--- src/rtl/alu4_pkg.sv ---
package alu4_pkg;

  // Operation code formed as {s1, s2}
  typedef enum logic [1:0] {
    OP_XOR = 2'b00,
    OP_AND = 2'b01,
    OP_SUB = 2'b10,
    OP_ADD = 2'b11
  } alu_op_e;

  typedef struct packed {
    logic c;
    logic v;
    logic z;
    logic eq;
  } alu_flags_t;

  localparam int EQ_GROUP = 2;
  localparam int ZERO_GROUP = 4;

endpackage

--- src/rtl/alu4_arith.sv ---
module alu4_arith #(
  parameter int WIDTH = 8
) (
  input  logic [WIDTH-1:0] a,
  input  logic [WIDTH-1:0] b,
  input  logic             sub,
  output logic [WIDTH-1:0] sum,
  output logic             carry,
  output logic             ovf
);
  localparam int MSB = WIDTH - 1;

  logic [WIDTH-1:0] b_eff;
  logic [WIDTH:0]   full;

  // Subtraction is a + ~b + 1 on the same carry chain
  always_comb begin
    b_eff = sub ? ~b : b;
    full  = {1'b0, a} + {1'b0, b_eff} + {{WIDTH{1'b0}}, sub};
    sum   = full[WIDTH-1:0];
    carry = full[WIDTH];
    ovf   = (a[MSB] == b_eff[MSB]) && (full[MSB] != a[MSB]);
  end
endmodule

--- src/rtl/alu4_eqgrp.sv ---
module alu4_eqgrp #(
  parameter int WIDTH = 8,
  parameter int GROUP = 2
) (
  input  logic [WIDTH-1:0] a,
  input  logic [WIDTH-1:0] b,
  output logic             eq
);
  localparam int NGRP = (WIDTH + GROUP - 1) / GROUP;
  localparam int PW   = NGRP * GROUP;

  logic [PW-1:0]   ap;
  logic [PW-1:0]   bp;
  logic [NGRP-1:0] grp_eq;

  assign ap = PW'(a);
  assign bp = PW'(b);

  for (genvar g = 0; g < NGRP; g++) begin : g_slice
    assign grp_eq[g] = (ap[g*GROUP +: GROUP] == bp[g*GROUP +: GROUP]);
  end

  assign eq = &grp_eq;
endmodule

--- src/rtl/alu4_zgrp.sv ---
module alu4_zgrp #(
  parameter int WIDTH = 8,
  parameter int GROUP = 4
) (
  input  logic [WIDTH-1:0] val,
  output logic             zero
);
  localparam int NGRP = (WIDTH + GROUP - 1) / GROUP;
  localparam int PW   = NGRP * GROUP;

  logic [PW-1:0]   vp;
  logic [NGRP-1:0] grp_z;

  assign vp = PW'(val);

  for (genvar g = 0; g < NGRP; g++) begin : g_slice
    assign grp_z[g] = (vp[g*GROUP +: GROUP] == '0);
  end

  assign zero = &grp_z;
endmodule

--- src/rtl/alu4_reg.sv ---
module alu4_reg
  import alu4_pkg::*;
#(
  parameter int WIDTH = 8
) (
  input  logic             clk,
  input  logic             rst,
  input  logic             ce,
  input  logic [WIDTH-1:0] a,
  input  logic [WIDTH-1:0] b,
  input  logic [WIDTH-1:0] c,
  input  logic             s1,
  input  logic             s2,
  input  logic             pass_en,
  output logic [WIDTH-1:0] result,
  output logic             flag_c,
  output logic             flag_v,
  output logic             flag_z,
  output logic             flag_eq
);
  alu_op_e          op;
  logic             arith_sub;
  logic [WIDTH-1:0] sum;
  logic             carry;
  logic             ovf;
  logic             eq_n;
  logic             zero_n;
  logic [WIDTH-1:0] res_n;
  alu_flags_t       flg_n;
  alu_flags_t       flg_q;
  logic [WIDTH-1:0] res_q;

  assign op        = alu_op_e'({s1, s2});
  assign arith_sub = !pass_en && !s2;

  alu4_arith #(.WIDTH(WIDTH)) u_arith (
    .a(a), .b(b), .sub(arith_sub), .sum(sum), .carry(carry), .ovf(ovf)
  );

  alu4_eqgrp #(.WIDTH(WIDTH), .GROUP(EQ_GROUP)) u_eq (
    .a(a), .b(b), .eq(eq_n)
  );

  // Result select: pass mode first, then the normal nested select
  always_comb begin
    res_n   = sum;
    flg_n.c = 1'b0;
    flg_n.v = 1'b0;
    if (pass_en) begin
      if (s2) begin
        res_n   = sum;
        flg_n.c = carry;
        flg_n.v = ovf;
      end else begin
        res_n = c;
      end
    end else begin
      unique case (op)
        OP_ADD, OP_SUB: begin
          res_n   = sum;
          flg_n.c = carry;
          flg_n.v = ovf;
        end
        OP_AND:  res_n = a & b;
        default: res_n = a ^ b;
      endcase
    end
  end

  alu4_zgrp #(.WIDTH(WIDTH), .GROUP(ZERO_GROUP)) u_zero (
    .val(res_n), .zero(zero_n)
  );

  always_comb begin
    flg_n.z  = zero_n;
    flg_n.eq = eq_n;
  end

  always_ff @(posedge clk) begin
    if (rst) begin
      res_q <= '0;
      flg_q <= '0;
    end else if (ce) begin
      res_q <= res_n;
      flg_q <= flg_n;
    end
  end

  assign result  = res_q;
  assign flag_c  = flg_q.c;
  assign flag_v  = flg_q.v;
  assign flag_z  = flg_q.z;
  assign flag_eq = flg_q.eq;
endmodule

--- config.mk ---
export PLATFORM = sky130hd
export DESIGN_NAME = alu4_reg
export DESIGN_NICKNAME = d
export VERILOG_FILES = /design/src/rtl/alu4_pkg.sv /design/src/rtl/alu4_arith.sv /design/src/rtl/alu4_eqgrp.sv /design/src/rtl/alu4_zgrp.sv /design/src/rtl/alu4_reg.sv
export SDC_FILE = /design/constraint.sdc
export NUM_CORES = 1
export LEC_CHECK = 0
export BUFFER_PORTS_ARGS = -buffer_cell sky130_fd_sc_hd__buf_2
export CAP_MARGIN = 20
export CORE_MARGIN = 2
export CORE_UTILIZATION = 45
export CTS_CLUSTER_SIZE = 28
export DETAILED_ROUTE_END_ITERATION = 12
export GPL_TIMING_DRIVEN = 0
export PLACE_DENSITY = 0.73
export SLEW_MARGIN = 20
export SYNTH_ARGS = -nofsm -noshare
export SYNTH_HDL_FRONTEND = slang
export SYNTH_SLANG_ARGS = --single-unit
--- constraint.sdc ---
create_clock -name clk -period 3.4 [get_ports clk]
set_clock_uncertainty 0.05 [all_clocks]
set_input_delay 0 -clock clk [delete_from_list [all_inputs] [get_ports clk]]
set_output_delay 0 -clock clk [all_outputs]
set_load 0.005 [all_outputs]
==> results.tsv, run 1 <==
metric	value	unit
dr.pass1.iters	4	
clockRootBuffer	clkbuf_4	
crit_chain	buf_2, buf_2, nor2_1, xor2_1, inv_1, fa_1, nand2b_1, a211oi_1, o21a_1, nor3_1, o31ai_1, o32ai_2	
ir_drop	0.000281	V
num_vias	1293	
finalMaxSlewViolations	0	
antenna_found_initial	0	
cts_buffers	3	
timing.final.ws_setup	0.499	ns
setup_viol	0	
hold_viol	0	
layout.nets	236	
powerDensity	323	nW/um^2
postRouteAntennaNets	0	
p_sw	172	uW
seq_area_frac_synth	19.3	%
critPathLaunch	s2	
synthCells	145	
dp.cells	215	
synth_area_leaders	dfxtp_1 (19%), ha_1 (15%), mux2_2 (8.2%), xor2_1 (5.6%), nor2_1 (4.5%)	
die_w	56.5	um
layout_commonest_cell	buf_2	
rrSetupSlack	2.66	ns
period_needed	2.90	ns
cpMaxStageDelayCell	nor2_1	
grt_overflow_total	0	
dp_slack	0.240	ns
power.share.clock	23.2	%
postSynthAreaPerCell	8.57	um^2
start_util	46.3	%
drc	0	
slowest_delay	0.67	ns
async_reset_ff_share	0	%
p_sw_share	35.0	%
grt_pass1_vias	1286	
yosysWarningCount	0	
clock_sinks	12	
max_slew.worst_pin.slew	0.840	ns
grt_max_degree	11	
track_usage	21.9	%
coreArea	2690	um^2
seqCellArea	240	um^2
rr_startpoint	result[4]$_SDFFE_PP0P_	
finalCritPeriodShare	85.3	%
routed_via_density	5.88	
drv_cap	0	
critical_path_required	3.50	ns
critPathMostFrequentCell	buf_2	
gp_congestion	0.877	
crit_fanout	10	
multi_input_area	958	um^2
finalSetupTns	0	ns
wl_per_cell	14.6	um
p_int	319	uW
io_buffers	39	
r2r-end	result[4]$_SDFFE_PP0P_	
dp_hpwl	2.64	mm
cts_tree	done	
synth_edf_count	0	
combPwrFrac	45.1	%
drive_above_1_share	30.7	%
wl	3.22	mm
clk_pin_slew	0.08	ns
status	finished, final reports clean	
layout_common_cells	buf_2 (41), nor2_1 (15), ha_1 (15)	
ys_seq_elements	12	
endpoint	flag_z$_SDFFE_PP0P_	
dieHeight	56.5	um
worstSetupPathType	in -> reg	
clk_latency	0.28	ns
initialDrtViolationCount	24	
fmax	345	MHz
syn_nets	191	
crit_path_end_kind	flip-flop	
row_count	19	
power_leakage	0.693	nW
synth.top_cell.area_share	19.3	%
synth_largest_area_cell	dfxtp_1	
relSlewSlack	43.8	%
synth.distinct_cells	44	
grt_pass1_wl	5.61	mm
hp-start	ce	
crit_path_start_kind	primary input	
hold_class	in -> reg	
worstPathArrival	3.00	ns
r2r_cells	2	
post_cts_resized	0	
n_fill_cell	268	
layout.cells.non_filler	220	
io_pins	42	
area_delta_synth_final	22.6	%
htreeDepth	1	
clock_path_buffers	2	
synth_ff_type	dfxtp_1	
syn_area	1240	um^2
power_frac_seq	31.7	%
num_antenna_cells	0	
rsz0062_at_grt	false	
dieArea	3200	um^2
-- how the worst min path moves through the flow --
stage | endpoint | slack (ns) | cells past startpoint
global route | flag_eq$_SDFFE_PP0P_ | 0.02 | 3
global placement | result[7]$_SDFFE_PP0P_ | 0.17 | 2
detailed placement | result[7]$_SDFFE_PP0P_ | 0.17 | 2
CTS | flag_eq$_SDFFE_PP0P_ | 0.01 | 3
finish | flag_eq$_SDFFE_PP0P_ | 0.008 | 3
floorplan | result[7]$_SDFFE_PP0P_ | 0.03 | 1
-- power groups by stage --
stage | registers (mW) | clock network [mW] | logic (mW)
floorplan | 0.160 | 0 | 0.149
global placement | 0.159 | 0 | 0.211
detailed placement | 0.159 | 0 | 0.218
CTS | 0.156 | 0.117 | 0.220
global route | 0.157 | 0.127 | 0.247
finish | 0.156 | 0.114 | 0.222
-- synth_stat cells (2+ instances only) --
cell / count
a222oi_1: 2
buf_2: 2
xor2_1: 8
inv_1: 3
dfxtp_1: 12
ha_1: 15
nor2b_1: 3
clkbuf_1: 3
nor2_1: 15
nor3_1: 5
a22oi_1: 4
o21ai_0: 4
xnor2_1: 3
mux2_2: 9
a211oi_1: 6
nand2b_1: 4
nor3b_1: 2
nand2_1: 3
o21a_1: 4
nor4_1: 3
mux2i_1: 2
a21oi_1: 9
nand3_1: 3
-- routing by layer --
metal | global-route usage [%] | part of all wire (%)
met3 | 3.46 | 5.7
met2 | 38.9 | 49
met1 | 27.3 | 44
met5 | 0 | 0
met4 | 5.44 | 1.2
-- worst max-delay path, delay by kind of cell --
family | cells | cell delay, ns
simple gates | 3 | 0.93
xor+xnor | 1 | 0.24
compound gates | 4 | 0.95
fa+ha+maj | 1 | 0.44
buf+inv | 3 | 0.44
-- cell type report --
class / count / share of cell area (%)
Multi-Input combinational cell: 123 / 62.9
Tap cell: 31 / 2.55
Timing Repair Buffer: 40 / 13.5
Clock buffer: 4 / 2.38
Inverter: 3 / 0.740
Sequential cell: 12 / 15.8
Buffer: 7 / 2.14
-- stage by stage --
stage | utilization [%] | total power [mW] | area (um^2) | hold WS (ns)
after floorplan | - | 0.310 | 1240 | 0.0261
after global placement | 55.0 | 0.370 | 1480 | 0.168
after detailed placement | 55.0 | 0.377 | 1480 | 0.171
after CTS | 56.7 | 0.493 | 1520 | 0.0119
after global routing | 56.7 | 0.532 | 1520 | 0.0188
final | 56.7 | 0.491 | 1520 | 0.00824
-- flip-flops by register name, summed over array words and instances (netlist names) --
name     flops
result       8
flag_c       1
flag_v       1
flag_eq      1
flag_z       1
-- cell families (layout without fill, tap and decap cells) --
family	count (synthesis)	after routing	synth area share (%)
AND/OR/NAND/NOR	45	45	19.4
multiplexers	11	11	9.77
flip-flops	12	12	19.3
AO/OA/AOI/OAI	40	40	23.5
XOR/XNOR	11	11	7.75
adder cells (fa/ha/maj)	16	16	16.7
buffers and inverters	10	54	3.52
-- timing repair --
| action | CTS | global route |
|---|---|---|
| endpoints found under the setup margin | 0 | 0 |
| hold buffers | 1 | 0 |
| hold endpoints to repair | 2 | 0 |
| buffers inserted | 0 | 0 |
Power figures use the tool's default switching activity.
==> run 2, diff against run 1 <==
CORE_ASPECT_RATIO = 1.25   (was unset)
==> run 2 against run 1 <==
Against the previous run: hold slack improved by 0.0036 ns; die area about the same; count of clock-buffer cells in the layout unchanged; register-to-register slack got worse by 0.03 ns; routed wire length decreased by 1.8%; critical path type unchanged; flip-flop and latch count unchanged; final cell count increased by 1.4%.
==> results.tsv, run 2 (synthesized netlist as in run 1, its figures left out) <==
metric	value	unit	change
status	finished, final reports clean		unchanged
drv_cap	0		unchanged
drc	0		unchanged
dieArea	3200	um^2	about the same
combPwrFrac	45.2	%	was 45.1%
finalSetupTns	0	ns	unchanged
ir_drop	0.000230	V	was 0.000281 V
routed_via_density	5.69		was 5.88
rsz0062_at_grt	false		unchanged
worstPathArrival	3.01	ns	was 3.00 ns
crit_path_end_kind	flip-flop		unchanged
setup_viol	0		unchanged
track_usage	19.6	%	was 21.9%
cpMaxStageDelayCell	nor2_1		unchanged
layout.nets	236		unchanged
p_sw_share	34.6	%	was 35.0%
critical_path_required	3.54	ns	was 3.50 ns
num_antenna_cells	0		unchanged
crit_fanout	10		unchanged
clk_pin_slew	0.07	ns	was 0.08 ns
hold_class	in -> reg		unchanged
power.share.clock	22.8	%	was 23.2%
postRouteAntennaNets	0		unchanged
dieHeight	62.7	um	was 56.5 um
p_sw	169	uW	was 172 uW
dp_hpwl	2.65	mm	was 2.64 mm
area_delta_synth_final	22.9	%	was 22.6%
largest_reg_flops	8		unchanged
crit_chain	buf_2, buf_2, nor2_1, xor2_1, inv_1, fa_1, nand2b_1, a211oi_1, o21a_1, nor3_1, o311a_1, nor3_1		was buf_2, buf_2, nor2_1, xor2_1, inv_1, fa_1, nand2b_1, a211oi_1, o21a_1, nor3_1, o31ai_1, o32ai_2
post-cts-setup-buffer-count	0		unchanged
finalMaxSlewViolations	0		unchanged
start_util	46.8	%	was 46.3%
clock_path_buffers	2		unchanged
slowest_delay	0.63	ns	was 0.67 ns
relSlewSlack	47.6	%	was 43.8%
initialDrtViolationCount	22		was 24
layout_commonest_cell	buf_2		unchanged
p_int	319	uW	about the same
num_vias	1269		was 1293
power_frac_seq	32.0	%	was 31.7%
coreArea	2650	um^2	was 2690 um^2
post_cts_resized	0		unchanged
htreeDepth	1		unchanged
grt_pass1_wl	4.92	mm	was 5.61 mm
clk_latency	0.27	ns	was 0.28 ns
fmax	349	MHz	was 345 MHz
grt_max_degree	11		unchanged
grt_pass1_vias	1199		was 1286
grt_overflow_total	0		unchanged
io_buffers	39		unchanged
clockRootBuffer	clkbuf_4		unchanged
io_pins	42		unchanged
power_leakage	0.693	nW	unchanged
rrSetupSlack	2.63	ns	was 2.66 ns
cts_buffers	3		unchanged
crit_path_start_kind	primary input		unchanged
drive_above_1_share	30.7	%	unchanged
antenna_found_initial	0		unchanged
wl	3.16	mm	was 3.22 mm
layout_common_cells	buf_2 (41), nor2_1 (15), ha_1 (15)		unchanged
clock_sinks	12		unchanged
max_slew.worst_pin.slew	0.784	ns	was 0.840 ns
finalCritPeriodShare	84.4	%	was 85.3%
hold_viol	0		unchanged
cts_tree	done		unchanged
wl_per_cell	14.2	um	was 14.6 um
gp_congestion	0.862		was 0.877
postLayoutCoreUtil	57.5	%	was 56.7%
period_needed	2.87	ns	was 2.90 ns
row_count	21		was 19
worstSetupPathType	in -> reg		unchanged
powerDensity	320	nW/um^2	was 323 nW/um^2
die_w	51.0	um	was 56.5 um
dr.pass1.iters	4		unchanged
## run 2: cell counts in the layout (fill, tap and decap cells not counted)
No cell type changed its count.
## run 2: critical path: cells and delay by family
kind / cells / cell delay [ns]
xor gates and xnor gates: 1 / 0.23
AOI/OAI and AO/OA: 3 / 0.84
adders and majority gates: 1 / 0.44
buffers and inverters: 3 / 0.43
and+or+nand+nor: 4 / 1.05
## run 2: path summary, 6_finish.rpt
path,from,endpoint,cells past startpoint
min,ce,flag_v$_SDFFE_PP0P_,3
max,s2,result[6]$_SDFFE_PP0P_,12
max reg2reg,result[4]$_SDFFE_PP0P_,result[4]$_SDFFE_PP0P_,2
min reg2reg,flag_v$_SDFFE_PP0P_,flag_v$_SDFFE_PP0P_,2
## run 2: repair_timing
| item | in CTS | in global routing |
|---|---|---|
| hold endpoints to repair | 2 | 0 |
| endpoints found under the setup margin | 0 | 0 |
| hold buffers | 1 | 0 |
## run 2: metrics by stage
stage / cell area, um^2 / instances / hold WS (ns) / worst slack [ns] / power (mW)
global route: 1530 / 223 / 0.00793 / 0.404 / 0.523
global placement: 1480 / 218 / 0.172 / 0.326 / 0.370
finish: 1530 / 223 / 0.0118 / 0.532 / 0.488
floorplan: 1240 / 145 / 0.0261 / 0.723 / 0.310
CTS: 1530 / 223 / 0.0131 / 0.499 / 0.490
detailed placement: 1480 / 218 / 0.172 / 0.191 / 0.377
## run 2: layout make-up
class / instances / area (um^2)
Timing Repair Buffer: 40 / 205
Multi-Input combinational cell: 123 / 958
Fill cell: 263 / 1130
Sequential cell: 12 / 240
Tap cell: 34 / 42.5
Clock buffer: 4 / 36.3
Inverter: 3 / 11.3
Buffer: 7 / 32.5
## run 2: power by group through the flow
stage,clock network [mW],logic (mW),registers (mW)
2_1_floorplan,0,0.149,0.160
4_1_cts,0.114,0.220,0.156
3_3_place_gp,0,0.212,0.159
6_report,0.111,0.221,0.156
5_1_grt,0.122,0.244,0.157
3_5_place_dp,0,0.218,0.159
## run 2: per-layer routing
layer,vias up,global-route usage [%],share of wire [%]
met5,-,0,0
li1,640,-,-
met4,0,9.12,2.2
met1,578,22.7,42
met3,11,1.91,4.5
met2,40,34.9,51
